[src/rtl/adc_seq_ctl.sv]
module adc_seq_ctl #(
  parameter int DIV_W = 8
) (
  input  logic        clk,
  input  logic        rst_n,
  input  logic        bus_wr,
  input  logic        bus_rd,
  input  logic        bus_addr,
  input  logic [31:0] bus_wdata,
  output logic [31:0] bus_rdata,
  input  logic [5:0]  trig_in,
  output logic        conv_start,
  output logic [2:0]  conv_chan,
  output logic        conv_clk_en,
  input  logic        core_done,
  input  logic [9:0]  core_result,
  input  logic [2:0]  core_chan,
  output logic        irq
);

  logic [7:0]       mask_q;
  logic [DIV_W-1:0] div_q, cnt_q;
  logic             burst_q, pol_q, prev_q;
  logic [2:0]       code_q;
  logic             busy_q, done_q, ovr_q;
  logic [9:0]       res_q;
  logic [2:0]       chn_q;
  logic [5:0]       sync1_q, sync2_q;

  function automatic logic [2:0] pick_next(input logic [7:0] m, input logic [2:0] cur);
    logic [2:0] r;
    logic       hit;
    r = 3'd0;
    hit = 1'b0;
    for (int k = 1; k <= 8; k++) begin
      logic [2:0] idx;
      idx = cur + 3'(k);
      if (!hit && m[idx]) begin
        r = idx;
        hit = 1'b1;
      end
    end
    return r;
  endfunction

  wire        ctrl_wr   = bus_wr && !bus_addr;
  wire        data_rd   = bus_rd && bus_addr;
  wire [2:0]  w_code    = bus_wdata[26:24];
  wire        w_burst   = bus_wdata[16];
  wire [7:0]  trig_ext  = {sync2_q, 2'b00};
  wire        lvl       = trig_ext[code_q] ^ pol_q;
  wire        w_lvl     = trig_ext[w_code] ^ bus_wdata[27];
  wire        wr_go     = ctrl_wr && (busy_q || w_burst || w_code == 3'b001);
  wire        burst_go  = core_done && busy_q && burst_q && !ctrl_wr;
  wire        hw_go     = !burst_q && code_q >= 3'd2 && lvl && !prev_q && !busy_q && !ctrl_wr;
  wire        restart   = wr_go || burst_go || hw_go;
  wire        unused_wbits = ^{bus_wdata[31:28], bus_wdata[23:17]};

  always_ff @(posedge clk or negedge rst_n) begin
    if (!rst_n) begin
      mask_q <= '0; div_q <= '0; burst_q <= 1'b0; code_q <= '0; pol_q <= 1'b0;
      sync1_q <= '0; sync2_q <= '0; prev_q <= 1'b0;
      busy_q <= 1'b0; conv_start <= 1'b0; conv_chan <= '0;
    end else begin
      sync1_q    <= trig_in;
      sync2_q    <= sync1_q;
      prev_q     <= ctrl_wr ? w_lvl : lvl;
      conv_start <= 1'b0;
      if (ctrl_wr) begin
        mask_q  <= bus_wdata[7:0];
        div_q   <= bus_wdata[8 +: DIV_W];
        burst_q <= w_burst;
        code_q  <= w_code;
        pol_q   <= bus_wdata[27];
      end
      if (wr_go) begin
        conv_start <= 1'b1;
        busy_q     <= 1'b1;
        conv_chan  <= pick_next(bus_wdata[7:0], 3'd7);
      end else if (burst_go) begin
        conv_start <= 1'b1;
        conv_chan  <= pick_next(mask_q, conv_chan);
      end else if (hw_go) begin
        conv_start <= 1'b1;
        busy_q     <= 1'b1;
        conv_chan  <= pick_next(mask_q, 3'd7);
      end else if (core_done) begin
        busy_q <= 1'b0;
      end
    end
  end

  always_ff @(posedge clk or negedge rst_n) begin
    if (!rst_n) begin
      done_q <= 1'b0; ovr_q <= 1'b0; res_q <= '0; chn_q <= '0;
    end else if (core_done) begin
      done_q <= 1'b1;
      res_q  <= core_result;
      chn_q  <= core_chan;
      if (burst_q && done_q && !data_rd) ovr_q <= 1'b1;
      else if (data_rd)                  ovr_q <= 1'b0;
    end else if (ctrl_wr) begin
      done_q <= busy_q;
    end else if (data_rd) begin
      done_q <= 1'b0;
      ovr_q  <= 1'b0;
    end
  end

  always_ff @(posedge clk or negedge rst_n) begin
    if (!rst_n)                  cnt_q <= '0;
    else if (restart || !busy_q) cnt_q <= '0;
    else if (cnt_q == div_q)     cnt_q <= '0;
    else                         cnt_q <= cnt_q + 1'b1;
  end

  assign conv_clk_en = busy_q && (cnt_q == div_q);
  assign irq = done_q;

  always_comb begin
    bus_rdata = '0;
    if (bus_addr) begin
      bus_rdata = {done_q, ovr_q, 3'b000, chn_q, 8'h00, res_q, 6'b000000};
    end else begin
      bus_rdata[7:0]      = mask_q;
      bus_rdata[8+:DIV_W] = div_q;
      bus_rdata[16]       = burst_q;
      bus_rdata[26:24]    = code_q;
      bus_rdata[27]       = pol_q;
    end
  end

  AST_DONE_CAPTURE: assert property (@(posedge clk) disable iff (!rst_n) core_done |=> done_q);
  AST_READ_CLEAR: assert property (@(posedge clk) disable iff (!rst_n) (data_rd && !core_done) |=> (!done_q && !ovr_q));
  AST_READ_COLLIDE: assert property (@(posedge clk) disable iff (!rst_n) (data_rd && core_done) |=> done_q);
  AST_WRITE_BUSY: assert property (@(posedge clk) disable iff (!rst_n) (ctrl_wr && busy_q) |=> (done_q && conv_start));
  AST_BUSY_IGNORE: assert property (@(posedge clk) disable iff (!rst_n) (busy_q && !ctrl_wr && !(core_done && burst_q)) |=> !conv_start);
  AST_CLK_PHASE: assert property (@(posedge clk) disable iff (!rst_n) $rose(conv_start) |-> (conv_clk_en == (div_q == '0)));
  AST_OVR_BURST: assert property (@(posedge clk) disable iff (!rst_n) $rose(ovr_q) |-> $past(burst_q));

endmodule

[config.mk]
export PLATFORM = sky130hd
export DESIGN_NAME = adc_seq_ctl
export DESIGN_NICKNAME = d
export VERILOG_FILES = /design/src/rtl/adc_seq_ctl.sv
export SDC_FILE = /design/constraint.sdc
export NUM_CORES = 1
export LEC_CHECK = 0
export BUFFER_PORTS_ARGS = -buffer_cell sky130_fd_sc_hd__buf_2
export CAP_MARGIN = 20
export CORE_UTILIZATION = 50
export CTS_CLUSTER_SIZE = 24
export DETAILED_ROUTE_END_ITERATION = 12
export GPL_ROUTABILITY_DRIVEN = 0
export PLACE_DENSITY = 0.82
export SLEW_MARGIN = 20
export SYNTH_ARGS = -nofsm -noshare
export SYNTH_HDL_FRONTEND = slang
export SYNTH_SLANG_ARGS = --single-unit
[constraint.sdc]
create_clock -name clk -period 3.5 [get_ports clk]
set_clock_uncertainty 0.2 [all_clocks]
set_input_delay 0.525 -clock clk [delete_from_list [all_inputs] [get_ports clk]]
set_output_delay 0.525 -clock clk [all_outputs]
set_load 0.03 [all_outputs]
==> results.ini, run 1 <==
[critical_path]
worstPathRequired_ps=3540
cp-startpoint=conv_chan[1]
path_cells=inv_1 > ha_1 > xnor2_1 > mux4_2 > nor3_4 > nand3_2 > o21ai_4 > a21oi_2 > mux2_4
crit_slowest_cell=xnor2_1
ff2ff_path_depth=9
reg2reg_slack_ps=320
cp-end-kind=flip-flop
crit_arrival_ps=3220
startpoint_type=flip-flop
r2r_start=conv_chan[1]
path_max_fanout=8
cp-endpoint=conv_chan[0]
critPathMaxStageDelay_ps=580
worstSetupPathType=flip-flop to flip-flop
r2r-end=conv_chan[0]

[drt]
ant_nets=0
wl_mm=9.57
drt_iter0_drc=237
num_vias=3246
viasPerCell=5.75
post_drt_wl_per_cell_um=16.9
dr.pass1.iters=4
drc=0

[synthesis]
ys_types=57
synth_adder_area_share_pct=0.972
synth-edff-count=0
synthXorXnorAreaFrac_pct=4.31
syn_inst=389
ys_top_cells_by_area=dfrtp_1 40%, mux2_2 9.3%, nand2_1 7.3%, mux4_1 3.4%, mux2i_1 3.4%
syn_area_per_cell_um2=9.93
synth_top_area_share_pct=40.2
synth-compound-area-share_pct=10.8
synthArstFlopShare_pct=100
synth_simple_gate_area_share_pct=17.8
synthFlopType=dfrtp_1
synth_top_area_cell=dfrtp_1
muxShareOfSynthArea_pct=19.7
synth_area_um2=3860
synth_top_family_by_area=multiplexers
ys_ff_latch=62
synth-seq-area-share_pct=40.2
yosys_warnings=0

[clock_tree]
cts_sinks=62
ctsResizeCount=0
htree_levels=3
worstSkewPairLatency_ps=350
ctsHoldBuffers=0
clk_pin_slew_worst_paths_ps=80
tritoncts=yes
postCtsSetupRepairBufs=0
root_buffer=clkbuf_8
clockBufferDepth=2
numCtsBuffers=9

[grt]
grt.total_usage_pct=24.3
antenna_found_initial=1
grt_pass1_wl_mm=15.5
grt.overflow.total=0
grt.busiest_layer=met2
met2_usage_pct=39.3
grt_pass1_vias=3274
gr-usage-met1_pct=30.5
grtUsageMet3_pct=5.08
grt_max_degree=63

[pwr]
clockPowerShare_pct=22.6
comb_power_share_pct=48.5
vdd_drop_max_mv=0.349
p_sw_mw=1.31
powerDensity_nw_per_um2=701
seqPwrFrac_pct=28.9
cellInternalPower_mw=1.81
leakagePower_nw=2.11
netSwitchingFraction_pct=41.9

[sta]
slew_headroom_pct=48.8
tightest_slew_ps=769
timing_hold_violations_final=0
rsz0062_at_grt=false
fmax_ghz=0.315
min_period_ps=3180
slew_violations=0
finalSetupViolCount=0
period_share_pct=90.8
fin_setup_tns_ps=0

[placed_design]
place.port_buffers=74
postPlaceCellArea_um2=4230
dp_hpwl_mm=6.64

[floorplan]
design.die.area_um2=8080
die_y_um=89.9
ioPinCount=95
rows=31
initial_utilization_pct=52.4
coreArea_um2=7370
die_x_um=89.9

[layout]
drive_above_1_share_pct=31.2
stdcell_area_um2=4450
area_growth_pct=15.3
fin_nets=520
fill_cells=612

[run]
max_cap_violations=0

[min_path]
hold_class=input pin to flip-flop

[status]
status=finished, final reports clean

placed cells by master, fill, tap and decap left out, drive strengths merged, types with 9 or more instances in the layout:
| cell type | Yosys | routed |
|---|---|---|
| buf | 14 | 81 |
| nand2 | 75 | 75 |
| dfrtp | 62 | 62 |
| mux2 | 35 | 35 |
| nor2 | 26 | 26 |
| o21ai | 17 | 17 |
| xor2 | 14 | 14 |
| mux2i | 13 | 13 |
| a21oi | 11 | 11 |
| nor2b | 9 | 9 |
| conb | 1 | 9 |
| clkbuf | 15 | 9 |
| inv | 8 | 9 |
| mux4 | 9 | 9 |
sequential cells by signal, summed over array words and instances, names as in the netlist:
signal	flops
res_q	10
cnt_q	8
div_q	8
mask_q	8
sync1_q	6
sync2_q	6
chn_q	3
code_q	3
conv_chan	3
burst_q	1
busy_q	1
conv_start	1
irq	1
ovr_q	1
pol_q	1
prev_q	1
power groups by stage:
stage	clock network [mW]	logic (mW)	registers (mW)
CTS	0.711	1.49	0.901
detailed placement	0	1.48	0.913
finish	0.704	1.51	0.903
floorplan	0	1.20	0.916
global route	0.742	1.63	0.916
global placement	0	1.42	0.905
cell usage after synthesis (all sizes together) (2+ instances only):
cell type / instances
mux2: 35
nand2b: 4
and3: 3
a22oi: 2
a211oi: 3
dfrtp: 62
a21oi: 11
xnor2: 5
nand3: 7
and2: 3
a31oi: 7
nand2: 75
o2111ai: 2
o41ai: 3
nor3: 7
a311oi: 2
o31ai: 3
o22ai: 3
nor2b: 9
ha: 3
buf: 14
mux2i: 13
nor2: 26
xor2: 14
o21ai: 17
clkbuf: 15
inv: 8
mux4: 9
nor4: 5
nand3b: 2
o211ai: 2
layer usage:
layer / wire length, µm / share of wire (%)
met5: 0 / 0
met3: 628 / 6.6
met2: 4790 / 50
met4: 267 / 2.8
met1: 3890 / 41
worst min path at each step:
stage,to,from,cells past startpoint,slack [ps]
floorplan,burst_q,rst_n,0,30
global placement,sync2_q[2],sync1_q[2],0,130
detailed placement,sync2_q[1],sync1_q[1],0,140
CTS,sync1_q[4],trig_in[4],1,70
global route,sync1_q[1],trig_in[1],1,70
finish,sync1_q[1],trig_in[1],1,80
area by class of cell:
cell class | instances | area (µm²) | share of cell area (%)
Clock buffer | 9 | 124 | 2.78
Clock inverter | 7 | 97.6 | 2.19
Antenna cell | 1 | 2.50 | 0.0562
Sequential cell | 62 | 1550 | 34.8
Tap cell | 99 | 124 | 2.78
Timing Repair Buffer | 81 | 423 | 9.50
Inverter | 8 | 30.0 | 0.674
Multi-Input combinational cell | 298 | 2100 | 47.2
cells by family after synthesis:
kind of cell | Yosys count
AND/OR/NAND/NOR | 148
adder cells (fa/ha/maj) | 3
flip-flops | 62
multiplexers | 57
other | 1
XOR/XNOR | 19
buffers and inverters | 37
AO/OA/AOI/OAI | 62
stage by stage:
step | cells | hold slack [ps] | setup slack [ps] | power, mW | utilization (%)
3_3_place_gp | 548 | 133 | 504 | 2.32 | 57.4
6_report | 565 | 76.9 | 322 | 3.12 | 60.4
3_5_place_dp | 548 | 139 | 393 | 2.39 | 57.4
2_1_floorplan | 397 | 29.4 | 230 | 2.11 | -
4_1_cts | 564 | 74.8 | 358 | 3.10 | 60.4
5_1_grt | 565 | 69.6 | 116 | 3.28 | 60.4
critical path: cells and delay by family, from the launching register on:
family / cells / cell delay, ps
mux: 2 / 770
xor+xnor: 1 / 580
simple gates: 2 / 440
flops: 1 / 350
compound gates: 2 / 320
fa+ha+maj: 1 / 290
buf+inv: 1 / 120
No activity file was read; power rests on OpenSTA's default activity.
==> run 2, diff against run 1 <==
--- a/config.mk
+++ b/config.mk
@@ -7,6 +7,7 @@
 export LEC_CHECK = 0
 export BUFFER_PORTS_ARGS = -buffer_cell sky130_fd_sc_hd__buf_2
 export CAP_MARGIN = 20
+export CORE_MARGIN = 2
 export CORE_UTILIZATION = 50
 export CTS_CLUSTER_SIZE = 24
 export DETAILED_ROUTE_END_ITERATION = 12
==> run 2 against run 1 <==
Effect of this change:
- flip-flop and latch count unchanged
- highest routed layer unchanged
- sequential share of layout area up 0.11 points
- largest power group unchanged
- fmax is 0.32% higher
- register-to-register slack is essentially flat
- combinational power hardly changed
- utilization shrank 2.1 points
- clock power is 9.1% lower
- worst setup slack better by 10 ps
- via count down 1.5%
- critical path depth is the same
==> results.ini, run 2 (synthesis results as in run 1) <==
[sta]
timing.final.ws_setup_ps=332
period_share_pct=90.5
slew_headroom_pct=39.0
tightest_slew_ps=915
slew_violations=0
rsz0062_at_grt=false
fmax_ghz=0.316
fin_setup_tns_ps=0
min_period_ps=3170
timing_hold_violations_final=0
finalSetupViolCount=0

[grt]
grt.total_usage_pct=22.2
antenna_found_initial=1
grt_pass1_vias=3133
grt_max_degree=42
grt.overflow.total=0
grt_pass1_wl_mm=15.0

[clock_tree]
postCtsSetupRepairBufs=0
cts_sinks=62
clk_pin_slew_worst_paths_ps=70
worstSkewPairLatency_ps=340
tritoncts=yes
ctsHoldBuffers=0
numCtsBuffers=9
root_buffer=clkbuf_8
clockBufferDepth=2
ctsResizeCount=0
htree_levels=3

[critical_path]
path_buf_inv=1
worstPathRequired_ps=3510
r2r_start=conv_chan[1]
path_cells=inv_1 > ha_1 > xnor2_1 > mux4_2 > nor3_4 > nand2_1 > o21ai_0 > a211oi_1 > o41ai_1
r2r-end=conv_chan[1]
startpoint_type=flip-flop
critPathTopFamily=compound AO/OA/AOI/OAI gates
cp-end-kind=flip-flop
critPathMaxStageDelay_ps=570
crit_slowest_cell=xnor2_1
worstSetupPathDepth=9
crit_arrival_ps=3180
reg2reg_slack_ps=330
worstSetupPathType=flip-flop to flip-flop
ff2ff_path_depth=9
path_max_fanout=8

[floorplan]
design.die.area_um2=8440
die_x_um=91.9
rows=32
coreArea_um2=7610
die_y_um=91.9
ioPinCount=95
initial_utilization_pct=50.8

[min_path]
hold_class=input pin to flip-flop
min_from=trig_in[3]
hold_end=sync1_q[3]
hold_depth=1

[run]
max_cap_violations=0

[layout]
fin_util_pct=58.4
fin_nets=520
final_cell_mix=75 x nand2_1, 74 x buf_2, 62 x dfrtp_1
largest_reg_flops=10
top_register=res_q
drive_above_1_share_pct=31.2
area_growth_pct=14.9
stdcell_area_um2=4440
final_common_cell=nand2_1

[placed_design]
dp_hpwl_mm=6.44
place.port_buffers=74
pre_cts_ws_ps=396
postPlaceCellArea_um2=4230

[pwr]
leakagePower_nw=2.10
report.power.total_mw=3.06
powerDensity_nw_per_um2=689
vdd_drop_max_mv=0.421

[drt]
num_vias=3198
drc=0
dr.pass1.iters=6
viasPerCell=5.63
drt_iter0_drc=266
ant_nets=0
wl_mm=9.02
post_drt_wl_per_cell_um=15.9

[status]
status=finished, final reports clean

run 2: per-stage QoR:
stage / cells / hold WS [ps]
after floorplan: 397 / 29.4
after global placement: 551 / 133
after detailed placement: 551 / 136
after CTS: 567 / 73.6
after global routing: 568 / 66.7
final: 568 / 83.0
run 2: worst reg2reg max path: stages (launching register included):
cell,delay [ps]
dfrtp_1,350
inv_1,120
ha_1,280
xnor2_1,570
mux4_2,470
nor3_4,290
nand2_1,130
o21ai_0,180
a211oi_1,60
o41ai_1,390
run 2: layer usage:
| metal | track usage [%] | vias up | part of all wire, % |
|---|---|---|---|
| met3 | 5.67 | 22 | 8.5 |
| li1 | - | 1504 | - |
| met4 | 8.96 | 0 | 2.6 |
| met5 | 0 | - | 0 |
| met2 | 36.5 | 144 | 47 |
| met1 | 28.1 | 1528 | 42 |
run 2: worst max path at each step:
stage                 start           end  slack, ps
3_5_place_dp   conv_chan[1]  conv_chan[0]        400
3_3_place_gp   conv_chan[1]  conv_chan[0]        520
4_1_cts        conv_chan[1]  conv_chan[0]        390
5_1_grt        conv_chan[1]  conv_chan[1]        200
2_1_floorplan  conv_chan[0]  conv_chan[0]        230
6_report       conv_chan[1]  conv_chan[1]        330
run 2: power breakdown:
group	total (mW)	switching, mW	internal, mW
combinational	1.52	0.912	0.610
clock	0.640	0.304	0.335
sequential	0.897	0.0946	0.802
total	3.06	1.31	1.75
run 2: cell type report:
class | count | area (µm²)
diodes | 1 | 2.50
repair buffers | 81 | 423
clock inverters | 7 | 80.1
clock buffers | 9 | 124
flip-flops and latches | 62 | 1550
inverters | 8 | 30.0
multi-input cells | 298 | 2100
well taps | 102 | 128
fillers | 643 | 3170
==> run 3, diff against run 2 <==
--- a/config.mk
+++ b/config.mk
@@ -8,11 +8,11 @@
 export BUFFER_PORTS_ARGS = -buffer_cell sky130_fd_sc_hd__buf_2
 export CAP_MARGIN = 20
 export CORE_MARGIN = 2
-export CORE_UTILIZATION = 50
+export CORE_UTILIZATION = 54
 export CTS_CLUSTER_SIZE = 24
 export DETAILED_ROUTE_END_ITERATION = 12
 export GPL_ROUTABILITY_DRIVEN = 0
-export PLACE_DENSITY = 0.82
+export PLACE_DENSITY = 0.87
 export SLEW_MARGIN = 20
 export SYNTH_ARGS = -nofsm -noshare
 export SYNTH_HDL_FRONTEND = slang
==> run 3 against run 2 <==
Effect of this change:
- global-route usage increased by 3.9 points
- worst setup slack better by 60 ps
- utilization is 6.4 points higher
- via count is 3.7% higher
- flip-flop and latch count stayed put
- cell count down 1.1%
- sequential share of layout area decreased by 0.079 points
- highest routed layer unchanged
==> results.ini, run 3 (synthesis results as in run 1) <==
[status]
status=finished, final reports clean

[layout]
final_cell_mix=75 x nand2_1, 74 x buf_2, 62 x dfrtp_1
final_common_cell=nand2_1
fill_cells=493
multiInputGateArea_um2=2100
largest_reg_flops=10
top_register=res_q
regArea_um2=1550
area_growth_pct=15.2
drive_above_1_share_pct=31.2
fin_util_pct=64.8
fin_nets=520

[floorplan]
die_y_um=88.6
initial_utilization_pct=56.2
ioPinCount=95
die_x_um=88.6
design.die.area_um2=7850
coreArea_um2=6870
rows=30

[drt]
num_vias=3316
dr.pass1.iters=6
post_drt_wl_per_cell_um=16.8
viasPerCell=5.90
drc=0
drt_iter0_drc=247
wl_mm=9.43
ant_nets=0

[sta]
fmax_ghz=0.322
tightest_slew_ps=767
slew_violations=0
min_period_ps=3110
finalSetupViolCount=0
fin_setup_tns_ps=0
slew_headroom_pct=48.9
rsz0062_at_grt=false
period_share_pct=88.8
timing_hold_violations_final=0

[grt]
grt_pass1_vias=3301
antenna_found_initial=1
grt.overflow.total=0
grt.total_usage_pct=26.1
grt_pass1_wl_mm=15.7
grt_max_degree=37

[pwr]
powerDensity_nw_per_um2=697
leakagePower_nw=2.11
vdd_drop_max_mv=0.451

[run]
max_cap_violations=0

[critical_path]
critPathMaxStageDelay_ps=550
startpoint_type=flip-flop
cp-end-kind=flip-flop
r2r_start=conv_chan[1]
path_cells=inv_1 > ha_1 > xnor2_1 > mux4_2 > nor3_4 > nand2_1 > o22ai_1 > a21oi_2 > mux2_4
crit_slowest_cell=xnor2_1
reg2reg_slack_ps=390
worstSetupPathType=flip-flop to flip-flop
worstPathRequired_ps=3530
r2r-end=conv_chan[0]
ff2ff_path_depth=9
path_max_fanout=8
crit_arrival_ps=3130

[clock_tree]
worstSkewPairLatency_ps=340
numCtsBuffers=9
clockBufferDepth=2
clk_pin_slew_worst_paths_ps=70
cts_sinks=62
root_buffer=clkbuf_8
ctsHoldBuffers=0
ctsResizeCount=0
postCtsSetupRepairBufs=0
htree_levels=3
tritoncts=yes

[placed_design]
dp_hpwl_mm=6.70
place.port_buffers=74

[min_path]
hold_class=input pin to async pin

run 3: changes by cell type in the layout (fill, tap and decap cells not counted):
cell	change
clkinv_4	-1
bufinv_16	+1
inv_6	-1
clkinv_2	+1
run 3: worst max-delay path: cells and delay by family (launching register included):
kind / cells / cell delay, ps
mux: 2 / 770
xor+xnor: 1 / 550
fa+ha+maj: 1 / 270
buf+inv: 1 / 110
flops: 1 / 350
compound gates: 2 / 320
simple gates: 2 / 420
run 3: how the worst max path moves through the flow:
stage	end	from	cells past startpoint
after floorplan	conv_chan[0]	conv_chan[0]	11
after global placement	conv_chan[0]	conv_chan[1]	9
after detailed placement	conv_chan[0]	conv_chan[1]	9
after CTS	conv_chan[0]	conv_chan[1]	9
after global routing	conv_chan[1]	conv_chan[1]	9
final	conv_chan[0]	conv_chan[1]	9
run 3: area by class of cell:
| type | instances | share of cell area, % |
|---|---|---|
| tap | 96 | 2.70 |
| sequential | 62 | 34.9 |
| timing repair buffer | 81 | 9.51 |
| clock buffer | 9 | 2.78 |
| clock inverter | 7 | 2.19 |
| inverter | 8 | 0.675 |
| multi-input combinational | 298 | 47.2 |
| antenna | 1 | 0.0562 |
run 3: routing by layer:
| metal | part of all wire (%) | wire length [µm] | up-vias | global-route usage [%] |
|---|---|---|---|---|
| li1 | - | - | 1511 | - |
| met1 | 39 | 3680 | 1586 | 32.5 |
| met3 | 8.5 | 806 | 32 | 5.22 |
| met5 | 0 | 0 | - | 0 |
| met4 | 3.1 | 293 | 0 | 11.6 |
| met2 | 49 | 4660 | 187 | 44.2 |
run 3: through the flow:
step	instances	setup slack (ps)	hold slack [ps]	area [µm²]	power, mW
finish	562	392	54.4	4450	3.10
global route	562	179	74.3	4450	3.28
global placement	545	516	133	4230	2.33
detailed placement	545	467	137	4230	2.38
floorplan	397	230	29.4	3890	2.11
CTS	561	442	79.4	4450	3.07
run 3: power breakdown:
group	switching [mW]	internal, mW	total (mW)
Combinational	0.895	0.609	1.50
Sequential	0.103	0.802	0.905
Clock	0.288	0.403	0.690
